`src/rtl/tx_pingpong_pkg.sv`:
```
package tx_pingpong_pkg;
  localparam int unsigned BYTE_W = 8;
  localparam int unsigned NUM_SLOTS = 2;

  typedef struct packed {
    logic done;
    logic under;
    logic over;
  } tx_flags_t;
endpackage

```
`src/rtl/tx_pp_slot.sv`:
```
module tx_pp_slot #(
  parameter int unsigned WIDTH = 8
) (
  input  logic             clk,
  input  logic             rst_n,
  input  logic             load,
  input  logic [WIDTH-1:0] load_data,
  input  logic             shift,
  output logic             full,
  output logic             head_bit,
  output logic             last_bit
);
  localparam int unsigned CNT_W = (WIDTH > 1) ? $clog2(WIDTH) : 1;
  localparam logic [CNT_W-1:0] LAST_IDX = CNT_W'(WIDTH - 1);

  logic [WIDTH-1:0] sreg;
  logic [CNT_W-1:0] bit_idx;

  always_ff @(posedge clk or negedge rst_n) begin
    if (!rst_n) begin
      sreg    <= '0;
      bit_idx <= '0;
      full    <= 1'b0;
    end else if (load) begin
      sreg    <= load_data;
      bit_idx <= '0;
      full    <= 1'b1;
    end else if (shift && full) begin
      sreg    <= {sreg[WIDTH-2:0], 1'b0};
      bit_idx <= bit_idx + 1'b1;
      if (bit_idx == LAST_IDX) full <= 1'b0;
    end
  end

  assign head_bit = sreg[WIDTH-1];
  assign last_bit = (bit_idx == LAST_IDX);
endmodule

```
`src/rtl/tx_pp_ctrl.sv`:
```
module tx_pp_ctrl (
  input  logic       clk,
  input  logic       rst_n,
  input  logic [1:0] slot_full,
  input  logic [1:0] slot_last,
  input  logic       wr_valid,
  input  logic       bit_tick,
  output logic       wr_sel,
  output logic       act_sel,
  output logic       accept,
  output logic       shift_act,
  output logic       byte_end,
  output logic       starved,
  output logic       dropped
);
  logic free_slot;

  assign free_slot = !slot_full[wr_sel];
  assign accept    = wr_valid && free_slot;
  assign dropped   = wr_valid && !free_slot;
  assign shift_act = bit_tick && slot_full[act_sel];
  assign starved   = bit_tick && !slot_full[act_sel];
  assign byte_end  = shift_act && slot_last[act_sel];

  always_ff @(posedge clk or negedge rst_n) begin
    if (!rst_n) begin
      wr_sel  <= 1'b0;
      act_sel <= 1'b0;
    end else begin
      if (accept)   wr_sel  <= ~wr_sel;
      if (byte_end) act_sel <= ~act_sel;
    end
  end
endmodule

```
`src/rtl/tx_pp_status.sv`:
```
module tx_pp_status
  import tx_pingpong_pkg::*;
(
  input  logic      clk,
  input  logic      rst_n,
  input  logic      clr,
  input  tx_flags_t set_ev,
  output tx_flags_t flags
);
  always_ff @(posedge clk or negedge rst_n) begin
    if (!rst_n) begin
      flags <= '0;
    end else begin
      flags.done  <= set_ev.done  | (flags.done  & ~clr);
      flags.under <= set_ev.under | (flags.under & ~clr);
      flags.over  <= set_ev.over  | (flags.over  & ~clr);
    end
  end
endmodule

```
`src/rtl/tx_pingpong.sv`:
```
module tx_pingpong
  import tx_pingpong_pkg::*;
#(
  parameter int unsigned WIDTH = BYTE_W
) (
  input  logic             clk,
  input  logic             rst_n,
  input  logic             wr_valid,
  input  logic [WIDTH-1:0] wr_data,
  output logic             wr_ready,
  input  logic             bit_tick,
  input  logic             flag_clr,
  output logic             tx_out,
  output logic             word_done,
  output logic             irq,
  output logic             underrun,
  output logic             overrun
);
  logic [1:0] slot_full, slot_last, slot_head, slot_load, slot_shift;
  logic       wr_sel, act_sel, accept, shift_act, byte_end, starved, dropped;
  tx_flags_t  set_ev, flags;

  tx_pp_ctrl u_ctrl (
    .clk(clk), .rst_n(rst_n), .slot_full(slot_full), .slot_last(slot_last),
    .wr_valid(wr_valid), .bit_tick(bit_tick), .wr_sel(wr_sel), .act_sel(act_sel),
    .accept(accept), .shift_act(shift_act), .byte_end(byte_end),
    .starved(starved), .dropped(dropped)
  );

  for (genvar s = 0; s < NUM_SLOTS; s++) begin : g_slot
    assign slot_load[s]  = accept && (wr_sel == 1'(s));
    assign slot_shift[s] = shift_act && (act_sel == 1'(s));
    tx_pp_slot #(.WIDTH(WIDTH)) u_slot (
      .clk(clk), .rst_n(rst_n), .load(slot_load[s]), .load_data(wr_data),
      .shift(slot_shift[s]), .full(slot_full[s]), .head_bit(slot_head[s]),
      .last_bit(slot_last[s])
    );
  end

  always_ff @(posedge clk or negedge rst_n) begin
    if (!rst_n)         tx_out <= 1'b0;
    else if (shift_act) tx_out <= slot_head[act_sel];
  end

  assign set_ev.done  = byte_end;
  assign set_ev.under = starved;
  assign set_ev.over  = dropped;

  tx_pp_status u_status (
    .clk(clk), .rst_n(rst_n), .clr(flag_clr), .set_ev(set_ev), .flags(flags)
  );

  assign wr_ready  = !slot_full[wr_sel];
  assign word_done = flags.done;
  assign irq       = flags.done;
  assign underrun  = flags.under;
  assign overrun   = flags.over;
endmodule

```
`config.mk`:
```
export PLATFORM = sky130hd
export DESIGN_NAME = tx_pingpong
export DESIGN_NICKNAME = d
export VERILOG_FILES = /design/src/rtl/tx_pingpong_pkg.sv /design/src/rtl/tx_pp_slot.sv /design/src/rtl/tx_pp_ctrl.sv /design/src/rtl/tx_pp_status.sv /design/src/rtl/tx_pingpong.sv
export SDC_FILE = /design/constraint.sdc
export NUM_CORES = 1
export LEC_CHECK = 0
export BUFFER_PORTS_ARGS = -buffer_cell sky130_fd_sc_hd__buf_2
export CAP_MARGIN = 10
export CORE_MARGIN = 1
export CORE_UTILIZATION = 23
export DETAILED_ROUTE_END_ITERATION = 6
export GPL_TIMING_DRIVEN = 0
export PLACE_DENSITY = 0.45
export SYNTH_ARGS = -nofsm -noshare
export SYNTH_HDL_FRONTEND = slang
export SYNTH_HIERARCHICAL = 1
export SYNTH_SLANG_ARGS = --single-unit
```
`constraint.sdc`:
```
create_clock -name clk -period 2.5 [get_ports clk]
set_clock_uncertainty 0.1 [all_clocks]
set_input_delay 0.5 -clock clk [delete_from_list [all_inputs] [get_ports clk]]
set_output_delay 0.5 -clock clk [all_outputs]
set_load 0.05 [all_outputs]
```
== Yosys cells after proc, flatten, opt, wreduce, memory -nomap -nowiden ==
Index checks and enable logic that the tools add are counted.

* Flip-flop bits (word level): 30
* Output and inout bits: 6
* Bits of input ports: 13
* Word-level logic and storage cells: 68

* Equal/unequal tests: 2
* $add $sub $neg: 2
* Bitwise operators: 9
* Muxes and demuxes: 22
* $lt $le $gt $ge: 2
* Reductions and logical operators: 19

{| class="wikitable"
|+ Operators with widths
! kind !! count
|-
| $mux W8 || 4
|-
| $mux W1 || 14
|-
| $mux W3 || 4
|-
| $logic_and A1 B1 Y1 || 11
|-
| $reduce_bool A2 Y1 || 4
|-
| $add A3 B1 Y3 const B || 2
|-
| $eq A3 B3 Y1 const B || 2
|-
| $lt A1 B2 Y1 const B || 2
|-
| $reduce_and A2 Y1 || 2
|-
| $and A1 B1 Y1 || 3
|-
| $not A1 Y1 || 3
|-
| $or A1 B1 Y1 || 3
|-
| $logic_not A1 Y1 || 2
|}

== Longest topological paths before layout ==
* Depth in word-level cells: 7
* Mapped depth: 7
* Mapped depth without buffers: 5

== Cells and area by module ==
The synthesis kept the hierarchy.

{| class="wikitable"
|+ By module, submodules not included
! module !! seq. area each (µm²) !! cells an instance !! instances !! area an instance (µm²)
|-
| tx_pp_slot || 300.3 || 63 || 2 || 701.9
|-
| tx_pp_ctrl || 50.0 || 16 || 1 || 148.9
|-
| tx_pp_status || 75.1 || 7 || 1 || 101.3
|-
| tx_pingpong || 25.0 || 10 || 1 || 90.1
|}

== Least setup slack after synthesis ==
No wires, ideal clock.

* Path type: register to output
* Start point: register g_slot[1].u_slot.full
* End point: output wr_ready
* Buffers on the path: 0
* Data required time: 1.900 ns
* Cell stages (with the launch flop): 2
* Slack: 0.593 ns
* Data arrival time: 1.307 ns
* Cell sequence: dfrtp_1 mux2i_1

* Longest elaborated chain between the ends: 3

{| class="wikitable"
|+ Ends and longest elaborated chain
! what !! RTL line !! RTL
|-
| start, declared || tx_pp_slot.sv:9 || <nowiki>output logic full,</nowiki>
|-
| start signal, assigned || tx_pp_slot.sv:23 || <nowiki>full <= 1'b0;</nowiki>
|-
| start signal, assigned || tx_pp_slot.sv:27 || <nowiki>full <= 1'b1;</nowiki>
|-
| start signal, assigned || tx_pp_slot.sv:31 || <nowiki>if (bit_idx == LAST_IDX) full <= 1'b0;</nowiki>
|-
| $mux W1 (implied by the code) (2 in a row) || tx_pingpong.sv:53 || <nowiki>assign wr_ready = !slot_full[wr_sel];</nowiki>
|-
| $logic_not A1 Y1 || tx_pingpong.sv:53 ||
|-
| end, declared || tx_pingpong.sv:10 || <nowiki>output logic wr_ready,</nowiki>
|}

No other way between the ends. The select of a mux whose other input is x is not followed.

== Worst setup path in the final report ==
* Start point: register g_slot[1].u_slot.full
* End point: register g_slot[0].u_slot.sreg[7]

* Longest elaborated chain between the ends: 6
* Elaborated cells between the ends (all ways): 12
* Classes of those cells: mux: 5; reduce/logical: 7

{| class="wikitable"
|+ Ends and longest elaborated chain
! what !! RTL line !! RTL
|-
| $mux W1 (implied by the code) (2 in a row) || tx_pp_ctrl.sv:21 || <nowiki>assign shift_act = bit_tick && slot_full[act_sel];</nowiki>
|-
| $logic_and A1 B1 Y1 || tx_pp_ctrl.sv:21 ||
|-
| via shift_act || tx_pingpong.sv:20 || <nowiki>logic wr_sel, act_sel, accept, shift_act, byte_end, starved, dropped;</nowiki>
|-
| $logic_and A1 B1 Y1 || tx_pingpong.sv:32 || <nowiki>assign slot_shift[s] = shift_act && (act_sel == 1'(s));</nowiki>
|-
| via slot_shift[0] || tx_pingpong.sv:19 || <nowiki>logic [1:0] slot_full, slot_last, slot_head, slot_load, slot_shift;</nowiki>
|-
| $logic_and A1 B1 Y1 || tx_pp_slot.sv:28 || <nowiki>end else if (shift && full) begin</nowiki>
|-
| $reduce_bool A2 Y1 (no line) || -- ||
|-
| end signal, assigned || tx_pp_slot.sv:25 || <nowiki>sreg <= load_data;</nowiki>
|-
| end signal, assigned || tx_pp_slot.sv:29 || <nowiki>sreg <= {sreg[WIDTH-2:0], 1'b0};</nowiki>
|-
| end, declared || tx_pp_slot.sv:16 || <nowiki>logic [WIDTH-1:0] sreg;</nowiki>
|}

The timed path passes the listed nets, and every way through them passes these cells. The select of a mux whose other input is x is not followed.
A chain may end at the register's enable or synchronous reset.

==> results.toml <==
[timing]
hold_viol = 0
grt_setup_unrepaired = "false"
setup_tns_ns = 0
setup_violations = 0
timing.fmax_ghz = 0.519
period_needed_ns = 1.93
timing.slew.headroom = 0.512
finalCritPeriodShare = 0.771
hold-worst-slack_ns = 0.180
tightest_slew_ns = 0.732
drv_slew = 0

[critical_path]
worstRegToRegCells = 6
path_max_fanout = 12
cp_data_required_time_ns = 2.58
critPathKind = "reg2reg"
reg2reg_slack_ns = 0.57
r2r-start = "g_slot[1].u_slot/full"
crit_path_start_kind = "flip-flop"
crit_arrival_ns = 2.01
cp-startpoint = "g_slot[1].u_slot/full"
critical_path.endpoint = "g_slot[0].u_slot/sreg[7]"
worst_setup_path_end_kind = "flip-flop"
worstReg2RegEnd = "g_slot[0].u_slot/sreg[7]"

[pwr]
pwr-share-comb = 0.449
p_int_mw = 1.37
switching_power_mw = 0.902
vdd_ir_drop_max_mv = 0.261
p_leak_nw = 0.923
clkPwrFrac = 0.182
powerDensity_nw_per_um2 = 1110
swShare = 0.397
seqPwrFrac = 0.369

[synthesis]
synth_top_cell_by_area = "dfrtp_1"
ys_async_sr_fraction = 1.00
yosysWarnings = 6
yosys.area.top_type_share = 0.430
synth_seq_cells = 30
synth_top_family_by_area = "simple AND/OR/NAND/NOR gates"
syn-cell-area_sq_um = 1740
synth_adder_area_share = 0.0287
netlist_instances = 159
ys_seq_area_frac = 0.430
synth-xor-area-share = 0
syn_avg_cell_area_sq_um = 11.0
synth_simple_gate_area_frac = 0.235
synthFlopType = "dfrtp_1"
ys_top_cells_by_area = "dfrtp_1 43%, o211ai_2 7.2%, nand4b_1 7.0%"
synth.distinct_cells = 29
syn_nets = 176
synth_compound_area_frac = 0.210
muxShareOfSynthArea = 0.0230
synth_edf_count = 0

[global_route]
grt_use_total = 0.113
grtUsageMet1 = 0.152
use_met2 = 0.174
gr-max-usage-layer = "met2"
grt_overflow_total = 0
grt_first_pass_wirelength_um = 6730
met3_usage = 0.0314
antenna_found_initial = 0
grt_pass1_vias = 1366
grt_max_degree = 31

[detailed_routing]
wl_per_cell_um = 13.6
via_count = 1252
drc_errors = 0
drt_iter0_drc = 84
vias_per_cell = 4.41
drt_wl_total_um = 3850
ant_nets = 0
first_pass_iters = 4

[job]
maxCapViolations = 0

[finish]
fin_nets = 201
antenna-diode-count = 0
layout-drive-gt1-share = 0.324
area_growth_pct = 17.5

[floorplan]
rows = 31
die_h_um = 89.1
start_util = 0.239
dieWidth_um = 89.1
die_area_sq_um = 7940
io_pins = 19
coreArea_sq_um = 7290

[placement]
portBuffers = 18
dp_hpwl_um = 2650
gp_congestion = 0.705

[clock_network]
cts_setup_buffers = 0
insertion_delay_ns = 0.28
clkSlewWorstSetupHoldPaths_ns = 0.07
h-tree-depth = 2
cts_hold_buf = 0
cts_sinks = 30
cts_resized = 0
cts_made_buffers = 5
cts_tree = "yes"
clock_path_buffers = 2
cts-root-buf = "clkbuf_8"

[hold_path]
hp-class = "in2async"

[outcome]
outcome = "completed"
[kinds of logic after synthesis]
| family | after synthesis |
|---|---|
| AND/OR/NAND/NOR | 67 |
| AO/OA/AOI/OAI | 38 |
| flip-flops | 30 |
| buffers and inverters | 16 |
| multiplexers | 4 |
| adder cells (fa/ha/maj) | 4 |
[sequential cells by signal, indices dropped and copies added, names as in the netlist]
signal / count
u_ctrl/act_sel: 1
u_ctrl/wr_sel: 1
tx_out: 1
g_slot.u_slot/full: 2
g_slot.u_slot/sreg: 16
u_status/flags: 3
g_slot.u_slot/bit_idx: 6
[metrics by stage]
step | area (sq um) | instances | setup WS, ns | total power [mW] | utilization
floorplan | 1740 | 159 | 0.593 | 1.65 | -
global placement | 1960 | 276 | 0.550 | 1.88 | 0.269
detailed placement | 1960 | 276 | 0.592 | 1.89 | 0.269
CTS | 2050 | 284 | 0.551 | 2.31 | 0.281
global route | 2050 | 284 | 0.363 | 2.46 | 0.281
finish | 2050 | 284 | 0.574 | 2.27 | 0.281
[placed cells by master (no fill, tap or decap)]
cell type / Yosys / layout
a31oi_1: 1 / 1
nand2_1: 19 / 19
a41oi_1: 1 / 1
buf_6: 6 / 6
clkinv_2: 0 / 1
o311ai_4: 2 / 2
and2_2: 1 / 1
mux2i_1: 4 / 4
a21bo_2: 6 / 6
and2_1: 3 / 3
and2_4: 2 / 2
nand3_1: 5 / 5
buf_4: 5 / 5
nand2b_1: 14 / 14
o211ai_1: 2 / 2
nor2b_1: 4 / 4
o22a_1: 1 / 1
dfrtp_1: 30 / 30
nor2_1: 1 / 1
o211ai_2: 10 / 10
nand3b_1: 3 / 3
ha_1: 4 / 4
a21oi_1: 7 / 7
clkbuf_8: 0 / 6
and2b_2: 1 / 1
buf_2: 2 / 20
clkbuf_1: 0 / 1
o21ai_1: 2 / 2
inv_1: 3 / 3
a21o_1: 5 / 5
a21boi_0: 1 / 1
nand4b_1: 14 / 14
[how the worst min path moves through the flow]
stage                                             end  slack [ns]  depth (start not counted)
after floorplan           g_slot[0].u_slot/bit_idx[0]        0.10                          0
after CTS                                      tx_out        0.21                          1
after global placement              u_status/flags[1]        0.36                          1
after detailed placement            u_status/flags[0]        0.37                          1
final                               u_status/flags[1]        0.18                          1
after global routing                u_status/flags[1]        0.24                          1
[layout make-up]
type | count | area (sq um)
Buffer | 13 | 115
Clock buffer | 7 | 86.3
Clock inverter | 1 | 5.00
Fill cell | 831 | 5240
Inverter | 3 | 11.3
Multi-Input combinational cell | 113 | 867
Sequential cell | 30 | 751
Tap cell | 99 | 124
Timing Repair Buffer | 18 | 90.1
[cell usage after synthesis (2+ instances only)]
cell type   n
and2_1      3
a21oi_1     7
buf_4       5
a21bo_2     6
mux2i_1     4
o211ai_1    2
nor2b_1     4
buf_6       6
nand3b_1    3
and2_4      2
a21o_1      5
ha_1        4
inv_1       3
o211ai_2   10
nand2_1    19
dfrtp_1    30
o311ai_4    2
nand2b_1   14
nand4b_1   14
nand3_1     5
buf_2       2
o21ai_1     2
[routing by layer]
layer	vias up	share of wire
met5	-	0
met4	0	0.0078
met3	2	0.034
met2	19	0.44
met1	609	0.52
li1	622	-
[power groups by stage]
stage / logic [mW] / registers [mW] / clock network (mW)
global route: 1.15 / 0.870 / 0.448
CTS: 1.04 / 0.844 / 0.433
global placement: 1.03 / 0.850 / 0
floorplan: 0.760 / 0.890 / 0
detailed placement: 1.03 / 0.853 / 0
finish: 1.02 / 0.840 / 0.414
[critical path: stages (launching register included)]
cell	delay [ns]
dfrtp_1	0.59
mux2i_1	0.16
nor2b_1	0.25
and2b_2	0.27
buf_4	0.20
nand4b_1	0.16
o311ai_4	0.10
Note: power is estimated with default switching activity, not from simulation.
